[src/rtl/smem_pkg.sv]
package smem_pkg;
  localparam int CFG_W    = 8;
  localparam int MIN_HOLD = 2;
  localparam int MAX_HOLD = 16;
  localparam int KEY_OFS  = 'h20;
  localparam int ERR_OFS  = 'h24;
  localparam logic [31:0] UNLOCK_KEY = 32'h0000_A05F;
  localparam logic [CFG_W-1:0] CS0_RST = 8'hF0;

  typedef struct packed {
    logic [3:0] wait_code;
    logic       sync;
    logic       wr_en;
    logic [1:0] width;
  } cs_cfg_t;

  typedef enum logic [1:0] {ST_IDLE, ST_BUSY, ST_DONE} seq_st_e;
endpackage

[src/rtl/smem_regs.sv]
module smem_regs
  import smem_pkg::*;
#(
  parameter int NUM_CS = 4,
  parameter int RAW    = 6,
  parameter int DW     = 32
) (
  input  logic                   clk_i,
  input  logic                   rst_ni,
  input  logic                   req_i,
  input  logic                   we_i,
  input  logic [RAW-1:0]         addr_i,
  input  logic [DW-1:0]          wdata_i,
  output logic [DW-1:0]          rdata_o,
  input  logic                   err_set_i,
  output cs_cfg_t [NUM_CS-1:0]   cfg_o
);
  logic unl_q, err_q;
  logic wr;
  logic key_wr, err_wr;
  logic [NUM_CS-1:0] cfg_wr;
  cs_cfg_t [NUM_CS-1:0] cfg_q;

  assign wr     = req_i && we_i;
  assign key_wr = wr && (addr_i == RAW'(KEY_OFS));
  assign err_wr = wr && (addr_i == RAW'(ERR_OFS));

  always_ff @(posedge clk_i or negedge rst_ni) begin
    if (!rst_ni)     unl_q <= 1'b0;
    else if (key_wr) unl_q <= (wdata_i == DW'(UNLOCK_KEY));
  end

  // set wins over clear
  always_ff @(posedge clk_i or negedge rst_ni) begin
    if (!rst_ni)                    err_q <= 1'b0;
    else if (err_set_i)             err_q <= 1'b1;
    else if (err_wr && wdata_i[0])  err_q <= 1'b0;
  end

  for (genvar i = 0; i < NUM_CS; i++) begin : g_cfg
    localparam logic [CFG_W-1:0] RST_V = (i == 0) ? CS0_RST : '0;
    assign cfg_wr[i] = wr && (addr_i == RAW'(i * 4));
    always_ff @(posedge clk_i or negedge rst_ni) begin
      if (!rst_ni)                 cfg_q[i] <= cs_cfg_t'(RST_V);
      else if (cfg_wr[i] && unl_q) cfg_q[i] <= cs_cfg_t'(wdata_i[CFG_W-1:0]);
    end
  end

  always_comb begin
    rdata_o = '0;
    for (int i = 0; i < NUM_CS; i++)
      if (addr_i == RAW'(i * 4)) rdata_o[CFG_W-1:0] = cfg_q[i];
    if (addr_i == RAW'(KEY_OFS)) rdata_o[0] = unl_q;
    if (addr_i == RAW'(ERR_OFS)) rdata_o[0] = err_q;
  end

  assign cfg_o = cfg_q;

  assert_locked_drop_R3: assert property (@(posedge clk_i) disable iff (!rst_ni)
    (!unl_q && |cfg_wr) |=> $stable(cfg_q));
  assert_key_opens_R2: assert property (@(posedge clk_i) disable iff (!rst_ni)
    (key_wr && wdata_i == DW'(UNLOCK_KEY)) |=> unl_q);
  assert_err_sticky_R9: assert property (@(posedge clk_i) disable iff (!rst_ni)
    err_set_i |=> err_q);
endmodule

[src/rtl/smem_cs_dec.sv]
module smem_cs_dec #(
  parameter int NUM_CS = 4,
  localparam int SEL_W = $clog2(NUM_CS)
) (
  input  logic              en_i,
  input  logic [SEL_W-1:0]  sel_i,
  output logic [NUM_CS-1:0] cs_o
);
  for (genvar i = 0; i < NUM_CS; i++) begin : g_cs
    assign cs_o[i] = en_i && (sel_i == SEL_W'(i));
  end
endmodule

[src/rtl/smem_seq.sv]
module smem_seq
  import smem_pkg::*;
#(
  parameter int NUM_CS   = 4,
  parameter int AW       = 28,
  parameter int MIN_CYC  = MIN_HOLD,
  parameter int MAX_CYC  = MAX_HOLD,
  localparam int SEL_W   = $clog2(NUM_CS),
  localparam int OFS_W   = AW - SEL_W,
  localparam int CNT_W   = $clog2(MAX_CYC + 1)
) (
  input  logic                 clk_i,
  input  logic                 rst_ni,
  input  logic                 mem_req_i,
  input  logic                 mem_we_i,
  input  logic [AW-1:0]        mem_addr_i,
  input  cs_cfg_t [NUM_CS-1:0] cfg_i,
  output logic                 done_o,
  output logic                 err_set_o,
  output logic                 busy_o,
  output logic [SEL_W-1:0]     sel_o,
  output logic                 oe_o,
  output logic                 we_o,
  output logic                 sync_o,
  output logic [1:0]           width_o,
  output logic [OFS_W-1:0]     addr_o
);
  seq_st_e st_q;
  logic [CNT_W-1:0] cnt_q;
  logic [SEL_W-1:0] sel_q, req_sel;
  logic we_q;
  cs_cfg_t lat_q, cur_cfg;
  logic [OFS_W-1:0] addr_q;
  logic accept, refuse;

  function automatic logic [CNT_W-1:0] hold_cycles(logic [3:0] code);
    int v;
    v = int'(code) + MIN_CYC;
    if (v > MAX_CYC) v = MAX_CYC;
    return CNT_W'(v);
  endfunction

  assign req_sel   = mem_addr_i[AW-1 -: SEL_W];
  assign cur_cfg   = cfg_i[req_sel];
  assign accept    = (st_q == ST_IDLE) && mem_req_i;
  assign refuse    = mem_we_i && !cur_cfg.wr_en;
  assign err_set_o = accept && refuse;

  always_ff @(posedge clk_i or negedge rst_ni) begin
    if (!rst_ni) begin
      st_q   <= ST_IDLE;
      cnt_q  <= '0;
      sel_q  <= '0;
      we_q   <= 1'b0;
      lat_q  <= '0;
      addr_q <= '0;
    end else begin
      unique case (st_q)
        ST_IDLE: if (mem_req_i) begin
          sel_q  <= req_sel;
          we_q   <= mem_we_i;
          lat_q  <= cur_cfg;
          addr_q <= mem_addr_i[OFS_W-1:0];
          cnt_q  <= hold_cycles(cur_cfg.wait_code) - 1'b1;
          st_q   <= refuse ? ST_DONE : ST_BUSY;
        end
        ST_BUSY: begin
          if (cnt_q == '0) st_q <= ST_DONE;
          else             cnt_q <= cnt_q - 1'b1;
        end
        default: st_q <= ST_IDLE;
      endcase
    end
  end

  assign busy_o  = (st_q == ST_BUSY);
  assign done_o  = (st_q == ST_DONE);
  assign sel_o   = sel_q;
  assign oe_o    = busy_o && !we_q;
  assign we_o    = busy_o && we_q;
  assign sync_o  = busy_o && lat_q.sync;
  assign width_o = busy_o ? lat_q.width : 2'b00;
  assign addr_o  = busy_o ? addr_q : '0;

  // length of the current strobe run, for the checks below
  logic [CNT_W:0] run_q;
  always_ff @(posedge clk_i or negedge rst_ni) begin
    if (!rst_ni)     run_q <= '0;
    else if (busy_o) run_q <= run_q + 1'b1;
    else             run_q <= '0;
  end

  assert_run_max_R5: assert property (@(posedge clk_i) disable iff (!rst_ni)
    run_q <= (CNT_W+1)'(MAX_CYC));
  assert_run_min_R5: assert property (@(posedge clk_i) disable iff (!rst_ni)
    $fell(busy_o) |-> run_q >= (CNT_W+1)'(MIN_CYC));
  assert_done_pulse_R10: assert property (@(posedge clk_i) disable iff (!rst_ni)
    done_o |=> !done_o);
  assert_done_after_run_R10: assert property (@(posedge clk_i) disable iff (!rst_ni)
    $fell(busy_o) |-> done_o);
  assert_refuse_quiet_R9: assert property (@(posedge clk_i) disable iff (!rst_ni)
    err_set_o |=> (done_o && !busy_o && !we_o));
  assert_strobe_excl_R7: assert property (@(posedge clk_i) disable iff (!rst_ni)
    !(oe_o && we_o));
endmodule

[src/rtl/smem_ctrl.sv]
module smem_ctrl
  import smem_pkg::*;
#(
  parameter int NUM_CS = 4,
  parameter int AW     = 28,
  parameter int RAW    = 6,
  parameter int DW     = 32,
  localparam int SEL_W = $clog2(NUM_CS),
  localparam int OFS_W = AW - SEL_W
) (
  input  logic              clk_i,
  input  logic              rst_ni,
  input  logic              reg_req_i,
  input  logic              reg_we_i,
  input  logic [RAW-1:0]    reg_addr_i,
  input  logic [DW-1:0]     reg_wdata_i,
  output logic [DW-1:0]     reg_rdata_o,
  input  logic              mem_req_i,
  input  logic              mem_we_i,
  input  logic [AW-1:0]     mem_addr_i,
  output logic              mem_done_o,
  output logic [NUM_CS-1:0] ext_cs_o,
  output logic              ext_oe_o,
  output logic              ext_we_o,
  output logic              ext_sync_o,
  output logic [1:0]        ext_width_o,
  output logic [OFS_W-1:0]  ext_addr_o
);
  cs_cfg_t [NUM_CS-1:0] cfg;
  logic err_set, busy;
  logic [SEL_W-1:0] sel;

  smem_regs #(.NUM_CS(NUM_CS), .RAW(RAW), .DW(DW)) u_regs (
    .clk_i, .rst_ni,
    .req_i(reg_req_i), .we_i(reg_we_i), .addr_i(reg_addr_i),
    .wdata_i(reg_wdata_i), .rdata_o(reg_rdata_o),
    .err_set_i(err_set), .cfg_o(cfg)
  );

  smem_seq #(.NUM_CS(NUM_CS), .AW(AW)) u_seq (
    .clk_i, .rst_ni,
    .mem_req_i, .mem_we_i, .mem_addr_i, .cfg_i(cfg),
    .done_o(mem_done_o), .err_set_o(err_set), .busy_o(busy), .sel_o(sel),
    .oe_o(ext_oe_o), .we_o(ext_we_o), .sync_o(ext_sync_o),
    .width_o(ext_width_o), .addr_o(ext_addr_o)
  );

  smem_cs_dec #(.NUM_CS(NUM_CS)) u_dec (
    .en_i(busy), .sel_i(sel), .cs_o(ext_cs_o)
  );

  assert_one_cs_R6: assert property (@(posedge clk_i) disable iff (!rst_ni)
    $onehot0(ext_cs_o));
  assert_strobe_has_cs_R8: assert property (@(posedge clk_i) disable iff (!rst_ni)
    (ext_oe_o || ext_we_o) |-> (|ext_cs_o));
endmodule

[config.mk]
export PLATFORM = sky130hd
export DESIGN_NAME = smem_ctrl
export DESIGN_NICKNAME = d
export VERILOG_FILES = /design/src/rtl/smem_pkg.sv /design/src/rtl/smem_regs.sv /design/src/rtl/smem_cs_dec.sv /design/src/rtl/smem_seq.sv /design/src/rtl/smem_ctrl.sv
export SDC_FILE = /design/constraint.sdc
export NUM_CORES = 1
export LEC_CHECK = 0
export BUFFER_PORTS_ARGS = -buffer_cell sky130_fd_sc_hd__buf_2
export CAP_MARGIN = 20
export CORE_MARGIN = 2
export CORE_UTILIZATION = 44
export DETAILED_ROUTE_END_ITERATION = 10
export GPL_TIMING_DRIVEN = 0
export PLACE_DENSITY_LB_ADDON = 0.25
export SYNTH_ARGS = -nofsm -noshare
export SYNTH_HDL_FRONTEND = slang
export SYNTH_HIERARCHICAL = 1
export SYNTH_SLANG_ARGS = --single-unit
[constraint.sdc]
create_clock -name clk_i -period 3.3 [get_ports clk_i]
set_input_delay 0.99 -clock clk_i [delete_from_list [all_inputs] [get_ports clk_i]]
set_output_delay 0.99 -clock clk_i [all_outputs]
set_load 0.03 [all_outputs]
==> flow_summary.yaml, run 1 <==
outcome:
  run_status: "completed"
final_layout:
  nets: 611
  synthToLayoutAreaGrowth_pct: 26.5
  post_route_cells_drive_above_1_share: 0.402
  most-common-layout-cells: "113 x sky130_fd_sc_hd__buf_2, 101 x sky130_fd_sc_hd__nand2_1, 69 x sky130_fd_sc_hd__dfrtp_1, 33 x sky130_fd_sc_hd__mux2_2, 31 x sky130_fd_sc_hd__and2_1"
  antenna_cells: 0
  mostFrequentLayoutCell: "sky130_fd_sc_hd__buf_2"
routing:
  via_per_inst: 4.98
  detailedRoute.firstIterationViolations: 111
  drtPass1Iterations: 4
  wl_um: 9280
  drt.antenna.violating_nets: 0
  remaining_drc_errors: 0
  count_of_vias_placed_by_the_detailed_router: 3249
  post_drt_wl_per_cell_um: 14.2
power:
  share_seq_of_total_power: 0.373
  power.density_mw_per_mm2: 637
  power.internal_uw: 2090
  leakage_power_summed_over_all_cells_uw: 0.00277
  power_switching_uw: 1210
  finalPower_uw: 3300
  clockPowerShare: 0.274
  power.combinational.fraction: 0.352
  netSwitchingFraction: 0.367
  worst_ir_drop_vdd_v: 0.000234
floorplan:
  horizontal_extent_of_the_die_um: 100
  placement_rows: 35
  design.die.area_mm2: 0.0101
  die_height_um: 100
  floorplan.initialDensity: 0.447
  core_region_area_mm2: 0.00915
  top_level_ports: 140
sta:
  unrepaired_setup_endpoints_after_global_routing: "no"
  finalClockSkew_ps: 12.7
  maxSlewHeadroom: 0.377
  final-hold-violation-count: 0
  min_period_over_period: 0.983
  finalWorstSetupSlack_ps: 57.5
  max_freq_ghz: 0.308
  fin_crit_ps: 3240
  timing_worst_slew_pin_value_ps: 933
  maxSlewViolCount: 0
  final-setup-viol-count: 0
setup_path:
  timing.critical_path.fanout_max: 10
  worstReg2RegStart: "u_regs/cfg_o[31]"
  timing.critical_path.from: "reg_addr_i[2]"
  crit_chain: "clkbuf_4, buf_8, mux4_2, nor2b_1, buf_2"
  critPathLaunchType: "input port"
  timing.critical_path.required_ps: 2310
  critical_path_destination: "reg_rdata_o[2]"
  slowest_delay_ps: 510
  worst_setup_path_end_kind: "primary output"
  reg2regPathDepth: 7
  criticalPathCategory: "in -> out"
  critPathSlowestCell: "sky130_fd_sc_hd__mux4_2"
  critical_path.reg2reg.endpoint: "u_seq/cnt_q[2]"
  regToRegSetupSlack_ps: 1030
  worstPathArrival_ps: 2250
global_routing:
  antenna_found_initial: 0
  tot_gr_track_use: 0.192
  grt_pass1_wl_um: 15000
  grt-ovfl-total: 0
  grt_max_degree: 74
  vias_in_the_first_global_route: 3055
place:
  globalplace.congestion: 0.879
  port_buffers: 112
  hpwlAfterDp_um: 7030
  dp_worst_setup_slack_ps: -137
cts:
  cts_tree: "done"
  cts_setup_buffers: 0
  cts_htree_levels: 3
  ctsLongestPathBuffers: 2
  cts_buffers: 9
  clk-insertion-delay-late_ps: 350
  cts_sinks: 73
  clk_pin_slew_ps: 70
  clock-root-buffer: "sky130_fd_sc_hd__clkbuf_8"
hold_path:
  min-delay-path-class: "reg -> reg"
yosys:
  netlist-cell-type-count: 51
  synth_sequential_area_ratio: 0.448
  mappedNetlistArea_mm2: 0.00409
  ys_warn_count: 6
  syn_inst: 391
  synthesis_stage_register_bit_count: 73
  syn-mean-instance-area_um2: 10.5
job:
  max-cap-violations: 0
[critical path, delay by kind of cell]
kind,cells,cell delay [ps]
muxes,1,510
buffers and inverters,3,570
and+or+nand+nor,1,170
[cells by family (layout without fill, tap and decap cells)]
| group | Yosys count | after routing | share of synthesized area |
|---|---|---|---|
| adder cells (fa/ha/maj) | 2 | 2 | 0.00611 |
| other | 1 | 24 | 0.000916 |
| AND/OR/NAND/NOR | 192 | 192 | 0.248 |
| buffers and inverters | 47 | 175 | 0.0697 |
| flip-flops | 73 | 73 | 0.448 |
| multiplexers | 51 | 51 | 0.188 |
| AO/OA/AOI/OAI | 25 | 25 | 0.0404 |
[timing repair]
| action | in CTS | in global routing |
|---|---|---|
| hold buffers | 0 | 0 |
| endpoints found under the setup margin | 8 | 1 |
| gates resized for setup | 2 | 1 |
[worst min-delay path by stage]
| stage | from | endpoint | slack [ps] | depth (start not counted) |
|---|---|---|---|---|
| 3_3_place_gp | u_seq/addr_q[20] | u_seq/addr_q[20] | 450 | 2 |
| 4_1_cts | u_seq/addr_q[13] | u_seq/addr_q[13] | 470 | 2 |
| 5_1_grt | u_seq/addr_q[12] | u_seq/addr_q[12] | 490 | 2 |
| 6_report | u_seq/addr_q[13] | u_seq/addr_q[13] | 470 | 2 |
| 2_1_floorplan | u_seq/addr_q[0] | u_seq/addr_q[0] | 440 | 2 |
| 3_5_place_dp | u_seq/addr_q[13] | u_seq/addr_q[13] | 450 | 2 |
[registers in the layout (all words and copies together), names as in the netlist]
register / cells
u_seq/st_q: 2
u_regs/cfg_o: 32
u_seq/addr_q: 26
u_seq/cnt_q: 5
u_seq/we_q: 1
u_regs/err_q: 1
u_seq/lat_q: 3
u_seq/sel_o: 2
u_regs/unl_q: 1
[layout make-up]
type,instances,area (µm²)
fillers,828,3970
inverters,6,22.5
multi-input cells,294,2060
well taps,111,139
repair buffers,113,591
flip-flops and latches,73,1830
plain buffers,40,273
clock buffers,11,131
clock inverters,5,129
[power by group through the flow]
| stage | clock (µW) | combinational [µW] | sequential, µW |
|---|---|---|---|
| 2_1_floorplan | 0 | 857 | 1210 |
| 3_3_place_gp | 0 | 1150 | 1240 |
| 3_5_place_dp | 0 | 1170 | 1250 |
| 4_1_cts | 923 | 1180 | 1230 |
| 5_1_grt | 966 | 1300 | 1260 |
| 6_report | 905 | 1160 | 1230 |
[synthesized netlist by cell type (all sizes together)]
library cell / n / area, µm²
a21oi: 5 / 25.0
a31o: 1 / 8.76
a31oi: 1 / 6.26
a41o: 1 / 10.0
and2: 32 / 201
and2b: 6 / 45.0
and3: 1 / 7.51
and3b: 2 / 17.5
and4: 2 / 20.0
buf: 29 / 218
clkbuf: 12 / 45.0
clkinv: 1 / 3.75
conb: 1 / 3.75
dfrtp: 69 / 1730
dfstp: 4 / 105
ha: 2 / 25.0
inv: 5 / 18.8
mux2: 34 / 383
mux2i: 1 / 10.0
mux4: 16 / 375
nand2: 101 / 379
nand2b: 3 / 18.8
nand3: 3 / 15.0
nand3b: 2 / 15.0
nand4: 4 / 25.0
nand4b: 1 / 8.76
nor2: 11 / 41.3
nor2b: 3 / 18.8
nor3: 3 / 37.5
nor3b: 2 / 20.0
nor4: 7 / 73.8
nor4bb: 2 / 20.0
o21ai: 6 / 30.0
o21bai: 1 / 7.51
o22a: 2 / 18.8
o22ai: 2 / 12.5
o31ai: 5 / 37.5
o41ai: 1 / 8.76
or2: 1 / 6.26
or3: 5 / 31.3
or4: 1 / 11.3
[routing by layer]
layer / routed length [µm] / GRT usage / vias up
met5: 0 / 0 / -
met4: 144 / 0.0664 / 0
met3: 657 / 0.0306 / 10
met2: 4380 / 0.326 / 144
met1: 4100 / 0.251 / 1507
li1: - / - / 1588
[stage by stage]
| step | cell area [µm²] | setup TNS (ps) | instances | utilization | hold WS, ps |
|---|---|---|---|---|---|
| floorplan | 4180 | 0 | 414 | - | 437 |
| global placement | 4880 | -705 | 637 | 0.533 | 449 |
| detailed placement | 4910 | -925 | 638 | 0.537 | 454 |
| CTS | 5170 | 0 | 653 | 0.565 | 471 |
| global route | 5180 | 0 | 653 | 0.566 | 487 |
| finish | 5180 | 0 | 653 | 0.566 | 468 |
(Power assumes the default switching activity.)
==> run 2, diff against run 1 <==
PLACE_DENSITY = 0.74   (was unset)
PLACE_DENSITY_LB_ADDON = unset   (was 0.25)
==> run 2 against run 1 <==
- register-to-register slack worse by 20 ps
- worst hold slack better by 2.5 ps
- die area is the same
- sequential power about the same
- combinational power barely moved
- clock skew shrank 4.1 ps
- power is 2.7% lower
- critical path type unchanged
- largest cell class unchanged
- largest power group unchanged
==> flow_summary.yaml, run 2 (synthesis results as in run 1) <==
routing:
  post_drt_wl_per_cell_um: 14.3
  remaining_drc_errors: 0
  count_of_vias_placed_by_the_detailed_router: 3361
  wl_um: 9330
  via_per_inst: 5.15
  drtPass1Iterations: 4
  detailedRoute.firstIterationViolations: 140
  drt.antenna.violating_nets: 0
cts:
  cts_setup_buffers: 0
  cts_htree_levels: 3
  clock-root-buffer: "sky130_fd_sc_hd__clkbuf_8"
  cts_buffers: 9
  clk-insertion-delay-late_ps: 350
  clk_pin_slew_ps: 80
  hold_buffers: 0
  cts_tree: "done"
  cts_sinks: 73
  ctsLongestPathBuffers: 2
sta:
  finalWorstSetupSlack_ps: 76.2
  maxSlewHeadroom: 0.397
  unrepaired_setup_endpoints_after_global_routing: "no"
  timing_worst_slew_pin_value_ps: 904
  totalNegativeSetupSlack_ps: 0
  min_period_over_period: 0.977
  fin_crit_ps: 3220
  maxSlewViolCount: 0
  final-setup-viol-count: 0
  max_freq_ghz: 0.310
  finalClockSkew_ps: 8.66
  final-hold-violation-count: 0
floorplan:
  top_level_ports: 140
  placement_rows: 35
  floorplan.initialDensity: 0.447
  design.die.area_mm2: 0.0101
  horizontal_extent_of_the_die_um: 100
  core_region_area_mm2: 0.00915
  die_height_um: 100
global_routing:
  grt_pass1_wl_um: 14900
  vias_in_the_first_global_route: 3131
  grt-ovfl-total: 0
  tot_gr_track_use: 0.188
  grt_max_degree: 74
  antenna_found_initial: 0
place:
  port_buffers: 112
  placed_cells_incl_taps: 637
  hpwlAfterDp_um: 6950
  dp_worst_setup_slack_ps: -105
  globalplace.congestion: 0.867
final_layout:
  largest_register_ffs: 32
  most-common-layout-cells: "113 x sky130_fd_sc_hd__buf_2, 101 x sky130_fd_sc_hd__nand2_1, 69 x sky130_fd_sc_hd__dfrtp_1, 33 x sky130_fd_sc_hd__mux2_2, 31 x sky130_fd_sc_hd__and2_1"
  mostFrequentLayoutCell: "sky130_fd_sc_hd__buf_2"
  nets: 611
  post_route_cells_drive_above_1_share: 0.404
  final_cell_count_without_fillers: 653
  antenna_cells: 0
  synthToLayoutAreaGrowth_pct: 25.3
setup_path:
  worst_setup_path_end_kind: "primary output"
  critPathLaunchType: "input port"
  worstPathArrival_ps: 2230
  criticalPathCategory: "in -> out"
  timing.critical_path.required_ps: 2310
  timing.critical_path.fanout_max: 10
job:
  max-cap-violations: 0
power:
  worst_ir_drop_vdd_v: 0.000247
  power.internal_uw: 1970
  clockPowerShare: 0.251
  power.combinational.fraction: 0.366
  power_switching_uw: 1240
  power.density_mw_per_mm2: 627
  netSwitchingFraction: 0.385
  leakage_power_summed_over_all_cells_uw: 0.00274
  share_seq_of_total_power: 0.384
hold_path:
  min-delay-path-class: "reg -> reg"
outcome:
  run_status: "completed"
-- run 2: changes by cell type in the layout (fill, tap and decap cells not counted), sizes merged --
cell      previous run  this run
buf                142       141
bufinv               4         2
clkbuf              22        24
clkinv               2         1
clkinvlp             0         2
-- run 2: power by group through the flow --
stage	Sequential [µW]	Clock (µW)	Combinational, µW
detailed placement	1250	0	1170
floorplan	1210	0	857
CTS	1230	818	1170
global route	1260	848	1310
global placement	1240	0	1140
finish	1230	805	1170
-- run 2: worst paths after layout --
path / to / slack [ps] / from / cells past startpoint
worst max-delay path: reg_rdata_o[2] / 80 / reg_addr_i[2] / 5
worst min-delay path: u_seq/addr_q[21] / 470 / u_seq/addr_q[21] / 2
worst max register to register: u_seq/cnt_q[2] / 1010 / u_regs/cfg_o[31] / 7
min in group asynchronous: u_seq/addr_q[13] / 770 / rst_ni / 1
worst min register to register: u_seq/addr_q[21] / 470 / u_seq/addr_q[21] / 2
max in group asynchronous: u_regs/unl_q / 1950 / rst_ni / 1
-- run 2: stage by stage --
stage / instance area, µm² / power, µW / util / hold WS, ps
finish: 5130 / 3210 / 0.560 / 471
floorplan: 4180 / 2070 / - / 437
CTS: 5120 / 3220 / 0.559 / 473
detailed placement: 4880 / 2420 / 0.534 / 454
global placement: 4880 / 2380 / 0.533 / 448
global route: 5130 / 3420 / 0.560 / 495
-- run 2: layer usage --
metal  wire, µm  share of wire  GRT usage
met3        570          0.061     0.0313
met1       4140           0.44      0.258
met2       4460           0.48      0.304
met5          0              0          0
met4        160          0.017     0.0674
-- run 2: final cells by class --
class	instances	area, µm²
plain buffers	40	273
clock buffers	12	155
clock inverters	4	75.1
fillers	830	4030
inverters	6	22.5
multi-input cells	294	2060
flip-flops and latches	73	1830
well taps	111	139
repair buffers	113	568
-- run 2: repair_timing --
| action | CTS | global route |
|---|---|---|
| gates resized for setup | 2 | 1 |
| endpoints found under the setup margin | 8 | 1 |
| pin swaps | 0 | 0 |
| endpoints found under the hold margin | 0 | 0 |
-- run 2: critical path, cell delays in order --
cell and delay, ps:
sky130_fd_sc_hd__clkbuf_4 210, sky130_fd_sc_hd__buf_8 180, sky130_fd_sc_hd__mux4_2 510, sky130_fd_sc_hd__nor2b_1 160, sky130_fd_sc_hd__buf_2 180
